$ cat config.mk
export PLATFORM = sky130hd
export DESIGN_NAME = clkfan_divider
export DESIGN_NICKNAME = d
export VERILOG_FILES = /design/src/rtl/clkfan_pkg.sv /design/src/rtl/clkfan_src_mux.sv /design/src/rtl/clkfan_prescale.sv /design/src/rtl/clkfan_div_chain.sv /design/src/rtl/clkfan_fanout.sv /design/src/rtl/clkfan_divider.sv
export SDC_FILE = /design/constraint.sdc
export NUM_CORES = 1
export LEC_CHECK = 0
export BUFFER_PORTS_ARGS = -buffer_cell sky130_fd_sc_hd__buf_4
export CAP_MARGIN = 10
export CORE_AREA = 3 3 40 42
export DETAILED_ROUTE_END_ITERATION = 7
export DIE_AREA = 0 0 43 45
export HOLD_SLACK_MARGIN = 0.08
export MAX_ROUTING_LAYER = met4
export PLACE_DENSITY = 0.57
export SYNTH_ARGS = -nofsm -noshare
export SYNTH_HDL_FRONTEND = slang
export SYNTH_SLANG_ARGS = --single-unit
$ cat constraint.sdc
create_clock -name clk -period 1.7 [get_ports clk]
set_clock_uncertainty 0.1 [all_clocks]
set_input_delay 0.34 -clock clk [delete_from_list [all_inputs] [get_ports clk]]
set_output_delay 0.34 -clock clk [all_outputs]
set_load 0.02 [all_outputs]
$ cat src/rtl/clkfan_pkg.sv
// Shared definitions for the clock fan-out divider network.
// Assumes: nothing beyond IEEE 1800-2017.
package clkfan_pkg;

    // Number of toggle stages after the double-rate clock (mid-rate, half-rate).
    localparam int unsigned DIV_STAGES = 2;

    // Stage indices inside the divider chain.
    localparam int unsigned STG_Q    = 0;
    localparam int unsigned STG_HALF = 1;

    // Register values loaded while the control input is low.
    localparam logic SRC_PREV_INIT = 1'b1;  // a source high at release is not an edge
    localparam logic X2_INIT       = 1'b1;  // double-rate register parked high
    localparam logic DIV_INIT      = 1'b0;  // divider stages start low

    // Source choice of the bypass multiplexer.
    typedef enum logic {
        SRC_BYPASS = 1'b0,
        SRC_LOOP   = 1'b1
    } src_mode_e;

endpackage

$ cat src/rtl/clkfan_src_mux.sv
// Source selection for the divider network.
// Picks one of two references, then chooses between the loop oscillator and
// the inverted chosen reference. The inversion gives the bypass path the
// opposite output polarity. Purely combinational; inputs are sampled levels.
module clkfan_src_mux
    import clkfan_pkg::*;
(
    input  logic ref_clk0,
    input  logic ref_clk1,
    input  logic ref_pick,
    input  logic osc_clk,
    input  logic pll_on,
    output logic src_lvl
);

    logic      ref_lvl;
    src_mode_e mode;

    // Reference choice and bypass choice.
    always_comb begin
        ref_lvl = ref_pick ? ref_clk1 : ref_clk0;
        mode    = pll_on ? SRC_LOOP : SRC_BYPASS;
        src_lvl = (mode == SRC_LOOP) ? osc_clk : ~ref_lvl;
    end

endmodule

$ cat src/rtl/clkfan_prescale.sv
// Optional divide-by-two between the source and the double-rate clock.
// Rising edges of the source are found by comparison with the previous
// sample. The prescaler toggles on each edge; fsel high bypasses it. Also
// reports the cycle in which the double-rate register rises.
// Assumes: src_lvl is synchronous to clk; rst_n is an asynchronous clear.
module clkfan_prescale
    import clkfan_pkg::*;
(
    input  logic clk,
    input  logic rst_n,
    input  logic src_lvl,
    input  logic fsel,
    output logic x2_q,
    output logic x2_rise
);

    logic src_prev;
    logic div2_q;
    logic div2_next;
    logic x2_next;
    logic src_rise;

    // Next-state logic for the prescaler and the double-rate register.
    always_comb begin
        src_rise  = src_lvl & ~src_prev;
        div2_next = div2_q ^ src_rise;
        x2_next   = fsel ? src_lvl : div2_next;
        x2_rise   = x2_next & ~x2_q;
    end

    // Edge history, prescaler and double-rate registers.
    always_ff @(posedge clk or negedge rst_n) begin
        if (!rst_n) begin
            src_prev <= SRC_PREV_INIT;
            div2_q   <= DIV_INIT;
            x2_q     <= X2_INIT;
        end else begin
            src_prev <= src_lvl;
            div2_q   <= div2_next;
            x2_q     <= x2_next;
        end
    end

endmodule

$ cat src/rtl/clkfan_div_chain.sv
// Chain of toggle stages driven by rising edges of the double-rate clock.
// Stage k toggles when stage k-1 is about to rise, which is when all lower
// stages are low and the chain is stepped. The whole chain updates in the
// same cycle as the double-rate register.
// Assumes: rst_n is an asynchronous clear; STAGES >= 1.
module clkfan_div_chain
    import clkfan_pkg::*;
#(
    parameter int unsigned STAGES = DIV_STAGES
) (
    input  logic              clk,
    input  logic              rst_n,
    input  logic              step,
    output logic [STAGES-1:0] stage_q
);

    logic [STAGES-1:0] stage_next;

    // Ripple the toggle condition from stage to stage.
    always_comb begin
        logic carry;
        carry = step;
        for (int k = 0; k < STAGES; k++) begin
            stage_next[k] = stage_q[k] ^ carry;
            carry         = carry & ~stage_q[k];
        end
    end

    // Stage registers.
    always_ff @(posedge clk or negedge rst_n) begin
        if (!rst_n) begin
            stage_q <= {STAGES{DIV_INIT}};
        end else begin
            stage_q <= stage_next;
        end
    end

endmodule

$ cat src/rtl/clkfan_fanout.sv
// Output fan-out: copies the mid-rate clock NUM_Q times, adds its inverted
// copy and gives every output an enable flag that follows the control input.
// Assumes: the flags stand in for tri-state pad controls.
module clkfan_fanout #(
    parameter int unsigned NUM_Q = 5
) (
    input  logic             oe_n_ctl,
    input  logic             x2_lvl,
    input  logic             q_lvl,
    input  logic             half_lvl,
    output logic             x2_clk,
    output logic             x2_en,
    output logic [NUM_Q-1:0] q_clk,
    output logic [NUM_Q-1:0] q_en,
    output logic             qb_clk,
    output logic             qb_en,
    output logic             half_clk,
    output logic             half_en
);

    // One copy and one enable flag per in-phase output.
    for (genvar i = 0; i < NUM_Q; i++) begin : g_qcopy
        assign q_clk[i] = q_lvl;
        assign q_en[i]  = oe_n_ctl;
    end

    // Single outputs and their enable flags.
    always_comb begin
        x2_clk   = x2_lvl;
        qb_clk   = ~q_lvl;
        half_clk = half_lvl;
        x2_en    = oe_n_ctl;
        qb_en    = oe_n_ctl;
        half_en  = oe_n_ctl;
    end

endmodule

$ cat src/rtl/clkfan_divider.sv
// Clock fan-out divider network, top level.
// Chooses the source (oscillator or inverted reference) and applies the
// optional prescale. Derives double-rate, mid-rate and half-rate clocks and
// fans them out with enable flags. oe_rst_n low clears the dividers
// asynchronously and disables every output.
// Assumes: all clock inputs are levels synchronous to clk.
module clkfan_divider
    import clkfan_pkg::*;
#(
    parameter int unsigned NUM_Q = 5
) (
    input  logic             clk,
    input  logic             oe_rst_n,
    input  logic             ref_clk0,
    input  logic             ref_clk1,
    input  logic             ref_pick,
    input  logic             osc_clk,
    input  logic             pll_on,
    input  logic             fsel,
    output logic             x2_clk,
    output logic             x2_en,
    output logic [NUM_Q-1:0] q_clk,
    output logic [NUM_Q-1:0] q_en,
    output logic             qb_clk,
    output logic             qb_en,
    output logic             half_clk,
    output logic             half_en
);

    logic                  src_lvl;
    logic                  x2_q;
    logic                  x2_rise;
    logic [DIV_STAGES-1:0] div_q;

    clkfan_src_mux u_src (
        .ref_clk0 (ref_clk0),
        .ref_clk1 (ref_clk1),
        .ref_pick (ref_pick),
        .osc_clk  (osc_clk),
        .pll_on   (pll_on),
        .src_lvl  (src_lvl)
    );

    clkfan_prescale u_pre (
        .clk     (clk),
        .rst_n   (oe_rst_n),
        .src_lvl (src_lvl),
        .fsel    (fsel),
        .x2_q    (x2_q),
        .x2_rise (x2_rise)
    );

    clkfan_div_chain #(.STAGES(DIV_STAGES)) u_chain (
        .clk     (clk),
        .rst_n   (oe_rst_n),
        .step    (x2_rise),
        .stage_q (div_q)
    );

    clkfan_fanout #(.NUM_Q(NUM_Q)) u_out (
        .oe_n_ctl (oe_rst_n),
        .x2_lvl   (x2_q),
        .q_lvl    (div_q[STG_Q]),
        .half_lvl (div_q[STG_HALF]),
        .x2_clk   (x2_clk),
        .x2_en    (x2_en),
        .q_clk    (q_clk),
        .q_en     (q_en),
        .qb_clk   (qb_clk),
        .qb_en    (qb_en),
        .half_clk (half_clk),
        .half_en  (half_en)
    );

endmodule

Word-level counts from Yosys, hierarchy flattened:

Index checks and enable logic that the tools add are counted.

* word-level logic and storage cells: 18
* input bits: 8
* register bits: 5
* output and inout bits: 16

* bitwise gates (word level): 10
* muxes and demuxes: 4

Operator list (count)
* 2-to-1 mux 1 bit: 4
* inverter 1 bit: 4
* AND 1 bit: 3
* bitwise XOR 1 bit: 3

Longest topological paths before layout:

Gate-level depths: netlist (run 1).

* depth in word-level cells: 9
* mapped depth: 5
* gate-level depth less buffers: 5

By module:

Synthesis (run 1) repeated with hierarchy kept, for this count alone.

* cell total of the unflattened synthesis: 34
* area, all modules: 355.3 um^2

Modules (own cells, without submodules)
* clkfan_prescale: cells an instance 9, instances 1, seq. area each 77.6 um^2, area each 132.6 um^2
* clkfan_fanout: cells an instance 16, instances 1, seq. area each 0.0 um^2, area each 116.4 um^2
* clkfan_div_chain: cells an instance 6, instances 1, seq. area each 50.0 um^2, area each 78.8 um^2
* clkfan_src_mux: cells an instance 3, instances 1, seq. area each 0.0 um^2, area each 27.5 um^2

Worst setup path after synthesis (run 1):

Ideal clock, no wire load.

* path type: input-to-reg
* start point: input port ref_pick
* end point: register u_chain.stage_q[1]
* cell stages on the path: 5
* required time: 1.521 ns
* path buffers: 0
* data arrival time: 1.365 ns
* setup slack: 0.156 ns
* library setup time: 0.079 ns
* cells stage by stage: mux2_4 o21a_4 o32ai_2 ha_1 xor2_1

* longest elaborated chain between the ends: 9

RTL lines
* start, declared: line clkfan_divider.sv:16 `input logic ref_pick,`
* 2-to-1 mux 1 bit (*): line clkfan_src_mux.sv:21 `ref_lvl = ref_pick ? ref_clk1 : ref_clk0;`
* inverter 1 bit (*): line clkfan_src_mux.sv:23 `src_lvl = (mode == SRC_LOOP) ? osc_clk : ~ref_lvl;`
* 2-to-1 mux 1 bit (*): line clkfan_src_mux.sv:23
* AND 1 bit: line clkfan_prescale.sv:25 `src_rise = src_lvl & ~src_prev;`
* bitwise XOR 1 bit: line clkfan_prescale.sv:26 `div2_next = div2_q ^ src_rise;`
* 2-to-1 mux 1 bit (*): line clkfan_prescale.sv:27 `x2_next = fsel ? src_lvl : div2_next;`
* AND 1 bit (*): line clkfan_prescale.sv:28 `x2_rise = x2_next & ~x2_q;`
* AND 1 bit (*): line clkfan_div_chain.sv:25 `carry = carry & ~stage_q[k];`
* bitwise XOR 1 bit (*): line clkfan_div_chain.sv:24 `stage_next[k] = stage_q[k] ^ carry;`
* net u_chain.stage_next[1]: line clkfan_div_chain.sv:17 `logic [STAGES-1:0] stage_next;`
* end signal, assigned: line clkfan_div_chain.sv:32 `stage_q <= {STAGES{DIV_INIT}};`
* end signal, assigned: line clkfan_div_chain.sv:34 `stage_q <= stage_next;`
* end, declared: line clkfan_div_chain.sv:14 `output logic [STAGES-1:0] stage_q`

The timed path passes the listed nets; every way through them passes the cells marked *.

Final worst setup path (run 1):

* start point: input port oe_rst_n
* end point: output port q_en[0]

RTL lines
* start, declared: line clkfan_divider.sv:13 `input logic oe_rst_n,`
* end, declared: line clkfan_divider.sv:23 `output logic [NUM_Q-1:0] q_en,`

No word-level cell between the ends.

==> results_dict.tcl, run 1 <==
set metrics [dict create \
    synth-seq-cells 5 \
    dp_cells 63 \
    syn-num-nets 44 \
    hpwl_um 569 \
    cp_slowest_cell "dlygate4sd3_1" \
    grt_pass1_vias 234 \
    drive_gt1_share_pct 67.9 \
    critical-path-top-delay-family "buffers and inverters" \
    synth_top_area_share_pct 27.0 \
    finalHoldViolCount 0 \
    grt_pass1_wl_um 938 \
    p_per_area_mw_per_mm2 1490 \
    status "complete, no violations" \
    max_stage_delay_ns 0.55 \
    ioPinCount 24 \
    area_delta_synth_final_pct 43.3 \
    path_buf_inv 3 \
    layout_common_cells "buf_4 (25), inv_1 (3), clkbuf_4 (3), dfrtp_1 (3)" \
    ys_seq_area_share_pct 35.3 \
    maxCapViolations 0 \
    finalHoldWorstSlack_ns 0.268 \
    finalSetupViolations 0 \
    netlist_area_sq_um 362 \
    cts_max_level 1 \
    worst_slew_pin_slew_ns 0.195 \
    yosysWarnings 0 \
    worstPathCellList "dlygate4sd3_1, buf_6, buf_4" \
    cts_tree "yes" \
    die_y_um 45 \
    worstSetupPathType "in2out" \
    viasPerCell 3.97 \
    fp-row-count 13 \
    nets 63 \
    antennaDiodeCount 0 \
    antenna_found_initial 0 \
    critPathMaxFanout 13 \
    die_area_sq_mm 0.00194 \
    fin_crit_ns 1.64 \
    grt_usage_pct 7.24 \
    slew_viol_final 0 \
    vias 270 \
    synth_cell_types 16 \
    die_x_um 43 \
    clk_latency_ns 0.24 \
    maxSlewHeadroom_pct 87.0 \
    utilization_pct 40.3 \
    n_fill_cell 132 \
    layout_commonest_cell "buf_4" \
    remaining_drc_errors 0 \
    place_congestion 0.686 \
    hp-class "in2reg" \
    numCtsBuffers 3 \
    initial_core_util_pct 28.1 \
    grt_max_degree 14 \
    core_sq_mm 0.00128 \
    synth_top_cell_by_area "buf_4" \
    avgSynthCellArea_sq_um 10.3 \
    path_clk_slew_ns 0.04 \
    final_area_sq_um 518 \
    worst_slack_ns 0.0588 \
    root_buffer "clkbuf_4" \
    r2r_slack_ns 0.28 \
    wire_per_inst_um 9.76 \
    dp_slack_ns -0.00460 \
    worstPathArrival_ns 1.20 \
    cp-start-kind "input port" \
    io_buffers 23 \
    clock_path_buffers 2 \
    post_cts_buffers 0 \
    final_cells 68 \
    drtIter0Drc 1 \
    synth_area_leaders "buf_4 (27%), dfrtp_1 (21%), dfstp_2 (15%)" \
    cts_sinks 5 \
    timing.fmax_mhz 609 \
    ir_worst_vdd_v 0.000690 \
    setup_tns_ns 0 \
    required_ns 1.26 \
    crit_path_end_kind "output port" \
    p_leak_nw 0.270 \
    wirelength_um 664 \
    rsz0062_at_grt "false" \
    finalCritPeriodShare_pct 96.5 \
    netlist_instances 35 \
    overflow 0 \
    total_power_mw 0.773 \
    firstDrtPassIters 2 \
    post_dp_cell_area_sq_um 478 \
    final_antenna_net_count 0 \
]
-- power breakdown --
group	internal [mW]	switching, mW	leakage (nW)
logic	0.195	0.225	0.199
clock network	0.0885	0.0452	0.0150
registers	0.174	0.0449	0.0560
-- Yosys cell counts --
cell type,instances
buf_4,13
dfrtp_1,3
inv_1,3
dfstp_2,2
nor2_1,2
xor2_1,2
ha_1,1
mux2_4,1
nand2_1,1
nand2b_1,1
o21a_4,1
o22ai_1,1
o22ai_2,1
o32ai_2,1
or2_1,1
or2_2,1
-- state kept, by name (all words and copies together) (netlist names) --
name / flops
u_pre.src_prev: 1
u_chain.stage_q: 2
u_pre.x2_q: 1
u_pre.div2_q: 1
-- worst min-delay path, cell delays in order --
cell and delay (ns):
buf_4 0.08, nand2b_1 0.10, o22ai_1 0.08
-- cell families after synthesis --
logic type               count (synthesis)  share of synthesized area, %
XOR/XNOR                                 2                          4.85
buffers and inverters                   16                          30.1
flip-flops                               5                          35.3
AND/OR/NAND/NOR                          6                          8.31
AO/OA/AOI/OAI                            4                          13.8
adder cells (fa/ha/maj)                  1                          3.46
multiplexers                             1                          4.15
-- what timing repair did --
action	4_1_cts	5_1_grt
hold buffers	1	0
endpoints found under the hold margin	5	0
resized for setup	0	1
endpoints found under the setup margin	0	8
-- final cells by class --
class	count	area, sq um	area share [%]
Multi-Input combinational cell	14	125	24.2
Sequential cell	5	128	24.6
Clock buffer	4	26.3	5.07
Timing Repair Buffer	27	209	40.3
Inverter	3	11.3	2.17
Tap cell	15	18.8	3.62
-- layer usage --
| layer | routed length [um] | track usage (%) | part of all wire [%] |
|---|---|---|---|
| met5 | 0 | - | 0 |
| met4 | 0 | 1.81 | 0 |
| met3 | 87 | 5.98 | 13 |
| met2 | 338 | 11.1 | 51 |
| met1 | 238 | 7.09 | 36 |
-- final timing paths --
kind                                            to  cells after the start                from
worst min-delay path                    u_pre.x2_q                      3                fsel
min in group asynchronous             u_pre.div2_q                      2            oe_rst_n
worst min register to register  u_chain.stage_q[1]                      1  u_chain.stage_q[1]
worst max-delay path                       q_en[0]                      3            oe_rst_n
max in group asynchronous           u_pre.src_prev                      2            oe_rst_n
worst max register to register  u_chain.stage_q[1]                      5      u_pre.src_prev
Note: power is estimated with default switching activity, not from simulation.
==> inputs of run 2 (changes only) <==
Settings changed: PLACE_DENSITY 0.57 to 0.53.
==> run 2 against run 1 <==
Effect of this change: non-clock buffer count decreased by 1; cell count decreased by 1.5%; clock power about the same; combinational power about the same; utilization decreased by 0.88 points; worst setup slack got worse by 0.019 ns; register-to-register slack about the same; critical endpoint is now q_en[3]; largest power group unchanged.
==> results_dict.tcl, run 2 (synthesis gave the netlist of run 1 again) <==
set metrics [dict create \
    layout_commonest_cell "buf_4" \
    nets 62 \
    die_x_um 43 \
    finalCritPeriodShare_pct 97.7 \
    wirelength_um 669 \
    maxCapViolations 0 \
    antennaDiodeCount 0 \
    area_delta_synth_final_pct 40.1 \
    worstPathArrival_ns 1.22 \
    hp-class "in2reg" \
    fin_crit_ns 1.66 \
    io_buffers 23 \
    cp-start-kind "input port" \
    dp_slack_ns -0.0351 \
    worstSetupPathType "in2out" \
    die_area_sq_mm 0.00194 \
    clock_path_buffers 2 \
    grt_pass1_wl_um 1040 \
    status "complete, no violations" \
    place_congestion 0.669 \
    firstDrtPassIters 1 \
    drive_gt1_share_pct 67.3 \
    p_leak_nw 0.264 \
    cts_sinks 5 \
    initial_core_util_pct 28.1 \
    antenna_found_initial 0 \
    numCtsBuffers 3 \
    core_sq_mm 0.00128 \
    overflow 0 \
    final_antenna_net_count 0 \
    root_buffer "clkbuf_4" \
    total_power_mw 0.772 \
    vias 270 \
    largest_reg_flops 2 \
    rsz0062_at_grt "false" \
    post_cts_resize_count 0 \
    post_cts_buffers 0 \
    grt_usage_pct 7.61 \
    wire_per_inst_um 9.99 \
    slew_viol_final 0 \
    hpwl_um 576 \
    path_clk_slew_ns 0.04 \
    clk_latency_ns 0.24 \
    worst_slack_ns 0.0398 \
    ioPinCount 24 \
    largest-register "u_chain.stage_q" \
    remaining_drc_errors 0 \
    grt_max_degree 14 \
    cts_max_level 1 \
    drtIter0Drc 0 \
    maxSlewHeadroom_pct 86.3 \
    ir_worst_vdd_v 0.000682 \
    required_ns 1.26 \
    worst_slew_pin_slew_ns 0.205 \
    p_per_area_mw_per_mm2 1520 \
    layout_common_cells "buf_4 (25), inv_1 (3), clkbuf_4 (3), dfrtp_1 (3)" \
    cts_tree "yes" \
    viasPerCell 4.03 \
    fp-row-count 13 \
    finalSetupViolations 0 \
    timing.fmax_mhz 602 \
    crit_path_end_kind "output port" \
    grt_pass1_vias 256 \
    finalHoldViolCount 0 \
    critPathMaxFanout 13 \
    die_y_um 45 \
    n_fill_cell 143 \
]
## run 2: changes by cell type in the layout (fill, tap and decap cells not counted), sizes merged
cell	change
buf	-1
## run 2: final cells by class
class | count | area [sq um] | share of cell area [%]
Timing Repair Buffer | 26 | 198 | 39.0
Sequential cell | 5 | 128 | 25.2
Multi-Input combinational cell | 14 | 125 | 24.7
Clock buffer | 4 | 26.3 | 5.19
Tap cell | 15 | 18.8 | 3.70
Inverter | 3 | 11.3 | 2.22
## run 2: metal layers
layer | routed length, um | vias to the layer above | track usage [%]
li1 | - | 134 | -
met1 | 256 | 124 | 7.64
met2 | 348 | 12 | 12.6
met3 | 64 | 0 | 5.98
met4 | 0 | 0 | 0
met5 | 0 | - | -
## run 2: path summary, 6_finish.rpt
| check | depth (start not counted) | to | slack [ns] | startpoint |
|---|---|---|---|---|
| min in group asynchronous | 2 | u_chain.stage_q[1] | 0.37 | oe_rst_n |
| setup reg to reg | 5 | u_chain.stage_q[1] | 0.27 | u_pre.src_prev |
| hold reg to reg | 1 | u_chain.stage_q[1] | 0.37 | u_chain.stage_q[1] |
| hold / removal | 3 | u_pre.x2_q | 0.29 | fsel |
| max in group asynchronous | 2 | u_pre.x2_q | 0.91 | oe_rst_n |
| setup / recovery | 3 | q_en[3] | 0.04 | oe_rst_n |
## run 2: critical path, stage by stage
cell,delay [ns]
dlygate4sd3_1,0.53
buf_4,0.18
buf_4,0.16
## run 2: power breakdown
| group | total [mW] | leakage, nW | switching, mW | internal (mW) |
|---|---|---|---|---|
| logic | 0.419 | 0.193 | 0.226 | 0.193 |
| registers | 0.220 | 0.0560 | 0.0462 | 0.174 |
| clock network | 0.133 | 0.0150 | 0.0447 | 0.0885 |
## run 2: what timing repair did
item | 4_1_cts | 5_1_grt
hold buffers | 1 | 0
endpoints found under the setup margin | 0 | 0
endpoints found under the hold margin | 5 | 0
## run 2: through the flow
stage | instance area [sq um] | hold WS (ns) | TNS, ns | instances | utilization (%)
2_1_floorplan | 362 | -0.0556 | 0 | 35 | -
3_3_place_gp | 470 | 0.0746 | -0.000347 | 62 | 36.6
3_5_place_dp | 470 | 0.0726 | -0.0351 | 62 | 36.6
4_1_cts | 507 | 0.294 | 0 | 67 | 39.4
5_1_grt | 507 | 0.299 | 0 | 67 | 39.4
6_report | 507 | 0.293 | 0 | 67 | 39.4
==> inputs of run 3 (changes only) <==
Settings changed: PLACE_DENSITY 0.53 to 0.55.
Clock period 1.7 ns to 1.4 ns, I/O delays scaled along.
==> run 3 against run 2 <==
Effect of this change: worst setup slack got worse by 0.0026 ns; non-clock buffer count increased by 2; first-iteration DRC count increased by 2; count of clock-buffer cells in the layout unchanged; worst hold slack got worse by 0.081 ns; cell count increased by 3.0%; flip-flop and latch count unchanged; sequential share of layout area decreased by 1.4 points; critical endpoint is now u_chain.stage_q[1]; critical path depth increased by 2; combinational power increased by 33%.
==> results_dict.tcl, run 3 (synthesis gave the netlist of run 1 again) <==
set metrics [dict create \
    clk_latency_ns 0.24 \
    maxCapViolations 0 \
    r2r_slack_ns 0.04 \
    p_per_area_mw_per_mm2 1850 \
    wirelength_um 682 \
    cts_tree "yes" \
    io_buffers 23 \
    hp-class "in2reg" \
    worstSetupPathType "reg2reg" \
    vias 277 \
    ir_worst_vdd_v 0.000544 \
    timing.fmax_mhz 734 \
    min-delay-start "pll_on" \
    initial_core_util_pct 28.1 \
    final_antenna_net_count 0 \
    maxSlewHeadroom_pct 83.7 \
    path_clk_slew_ns 0.04 \
    total_power_mw 0.991 \
    root_buffer "clkbuf_4" \
    area_delta_synth_final_pct 48.1 \
    r2r_cells 5 \
    ioPinCount 24 \
    worstSetupEndpoint "u_chain.stage_q[1]" \
    setup_tns_ns 0 \
    wire_per_inst_um 9.88 \
    p_leak_nw 0.275 \
    slew_viol_final 0 \
    grt_pass1_vias 254 \
    fp-row-count 13 \
    cts_max_level 1 \
    finalCritPeriodShare_pct 97.3 \
    worst_slew_pin_slew_ns 0.244 \
    die_area_sq_mm 0.00194 \
    rsz0062_at_grt "true" \
    grt_max_degree 10 \
    drtIter0Drc 2 \
    r2r_start "u_pre.src_prev" \
    worstPathArrival_ns 1.39 \
    core_sq_mm 0.00128 \
    drive_gt1_share_pct 74.1 \
    numCtsBuffers 3 \
    crit_path_end_kind "flip-flop" \
    antenna_found_initial 0 \
    required_ns 1.43 \
    place_congestion 0.779 \
    largest-register "u_chain.stage_q" \
    layout_commonest_cell "buf_4" \
    finalSetupViolations 0 \
    viasPerCell 4.01 \
    die_x_um 43 \
    fin_crit_ns 1.36 \
    layout_common_cells "buf_4 (26), inv_1 (3), clkbuf_4 (3), dfrtp_1 (3)" \
    overflow 0 \
    critPathMaxFanout 3 \
    grt_usage_pct 7.51 \
    status "complete, no violations" \
    largest_reg_flops 2 \
    remaining_drc_errors 0 \
    grt_pass1_wl_um 945 \
    startpoint "u_pre.src_prev" \
    r2r_end "u_chain.stage_q[1]" \
    finalHoldViolCount 0 \
    cts_sinks 5 \
    hpwl_um 528 \
    antennaDiodeCount 0 \
    nets 64 \
    die_y_um 45 \
    worst_slack_ns 0.0373 \
    firstDrtPassIters 2 \
    dp_slack_ns -0.231 \
    cp-start-kind "flip-flop" \
    clock_path_buffers 2 \
]
==> run 3: how the worst min path moves through the flow <==
stage	endpoint	slack [ns]	depth (start not counted)
4_1_cts	u_pre.src_prev	0.20	3
3_5_place_dp	u_chain.stage_q[1]	0.01	1
3_3_place_gp	u_chain.stage_q[1]	0.01	1
6_report	u_pre.src_prev	0.21	3
5_1_grt	u_pre.src_prev	0.20	3
2_1_floorplan	u_chain.stage_q[0]	-0.12	0
==> run 3: timing repair <==
action | 4_1_cts | 5_1_grt
buffers inserted | 0 | 2
hold buffers | 1 | 0
resized for setup | 0 | 4
hold endpoints to repair | 5 | 0
setup endpoints to repair | 0 | 2
==> run 3: area by class of cell <==
class | count | area [sq um]
multi-input cells | 14 | 135
inverters | 3 | 11.3
well taps | 15 | 18.8
flip-flops and latches | 5 | 128
repair buffers | 28 | 216
fillers | 132 | 749
clock buffers | 4 | 26.3
==> run 3: where the power goes <==
group	internal (mW)	leakage [nW]	total, mW	switching [mW]
clock network	0.108	0.0150	0.166	0.0587
registers	0.211	0.0560	0.268	0.0568
logic	0.271	0.204	0.556	0.285
==> run 3: worst max-delay path, cell delays in order, from the launching register on <==
cell     delay (ns)
dfstp_2        0.54
nor2_2         0.04
nor2_2         0.13
o32ai_2        0.10
ha_2           0.19
xor2_1         0.15
==> run 3: layer usage <==
layer	GRT usage (%)	wire, um
met3	5.58	90
met1	6.39	221
met4	7.23	17
met5	-	0
met2	10.5	353
==> run 3: stage by stage <==
stage | hold slack [ns] | cell area [sq um] | std cells | util (%)
3_5_place_dp | 0.0147 | 473 | 62 | 36.8
4_1_cts | 0.203 | 509 | 67 | 39.6
5_1_grt | 0.202 | 536 | 69 | 41.7
2_1_floorplan | -0.116 | 364 | 35 | -
3_3_place_gp | 0.0126 | 473 | 62 | 36.8
6_report | 0.212 | 536 | 69 | 41.7
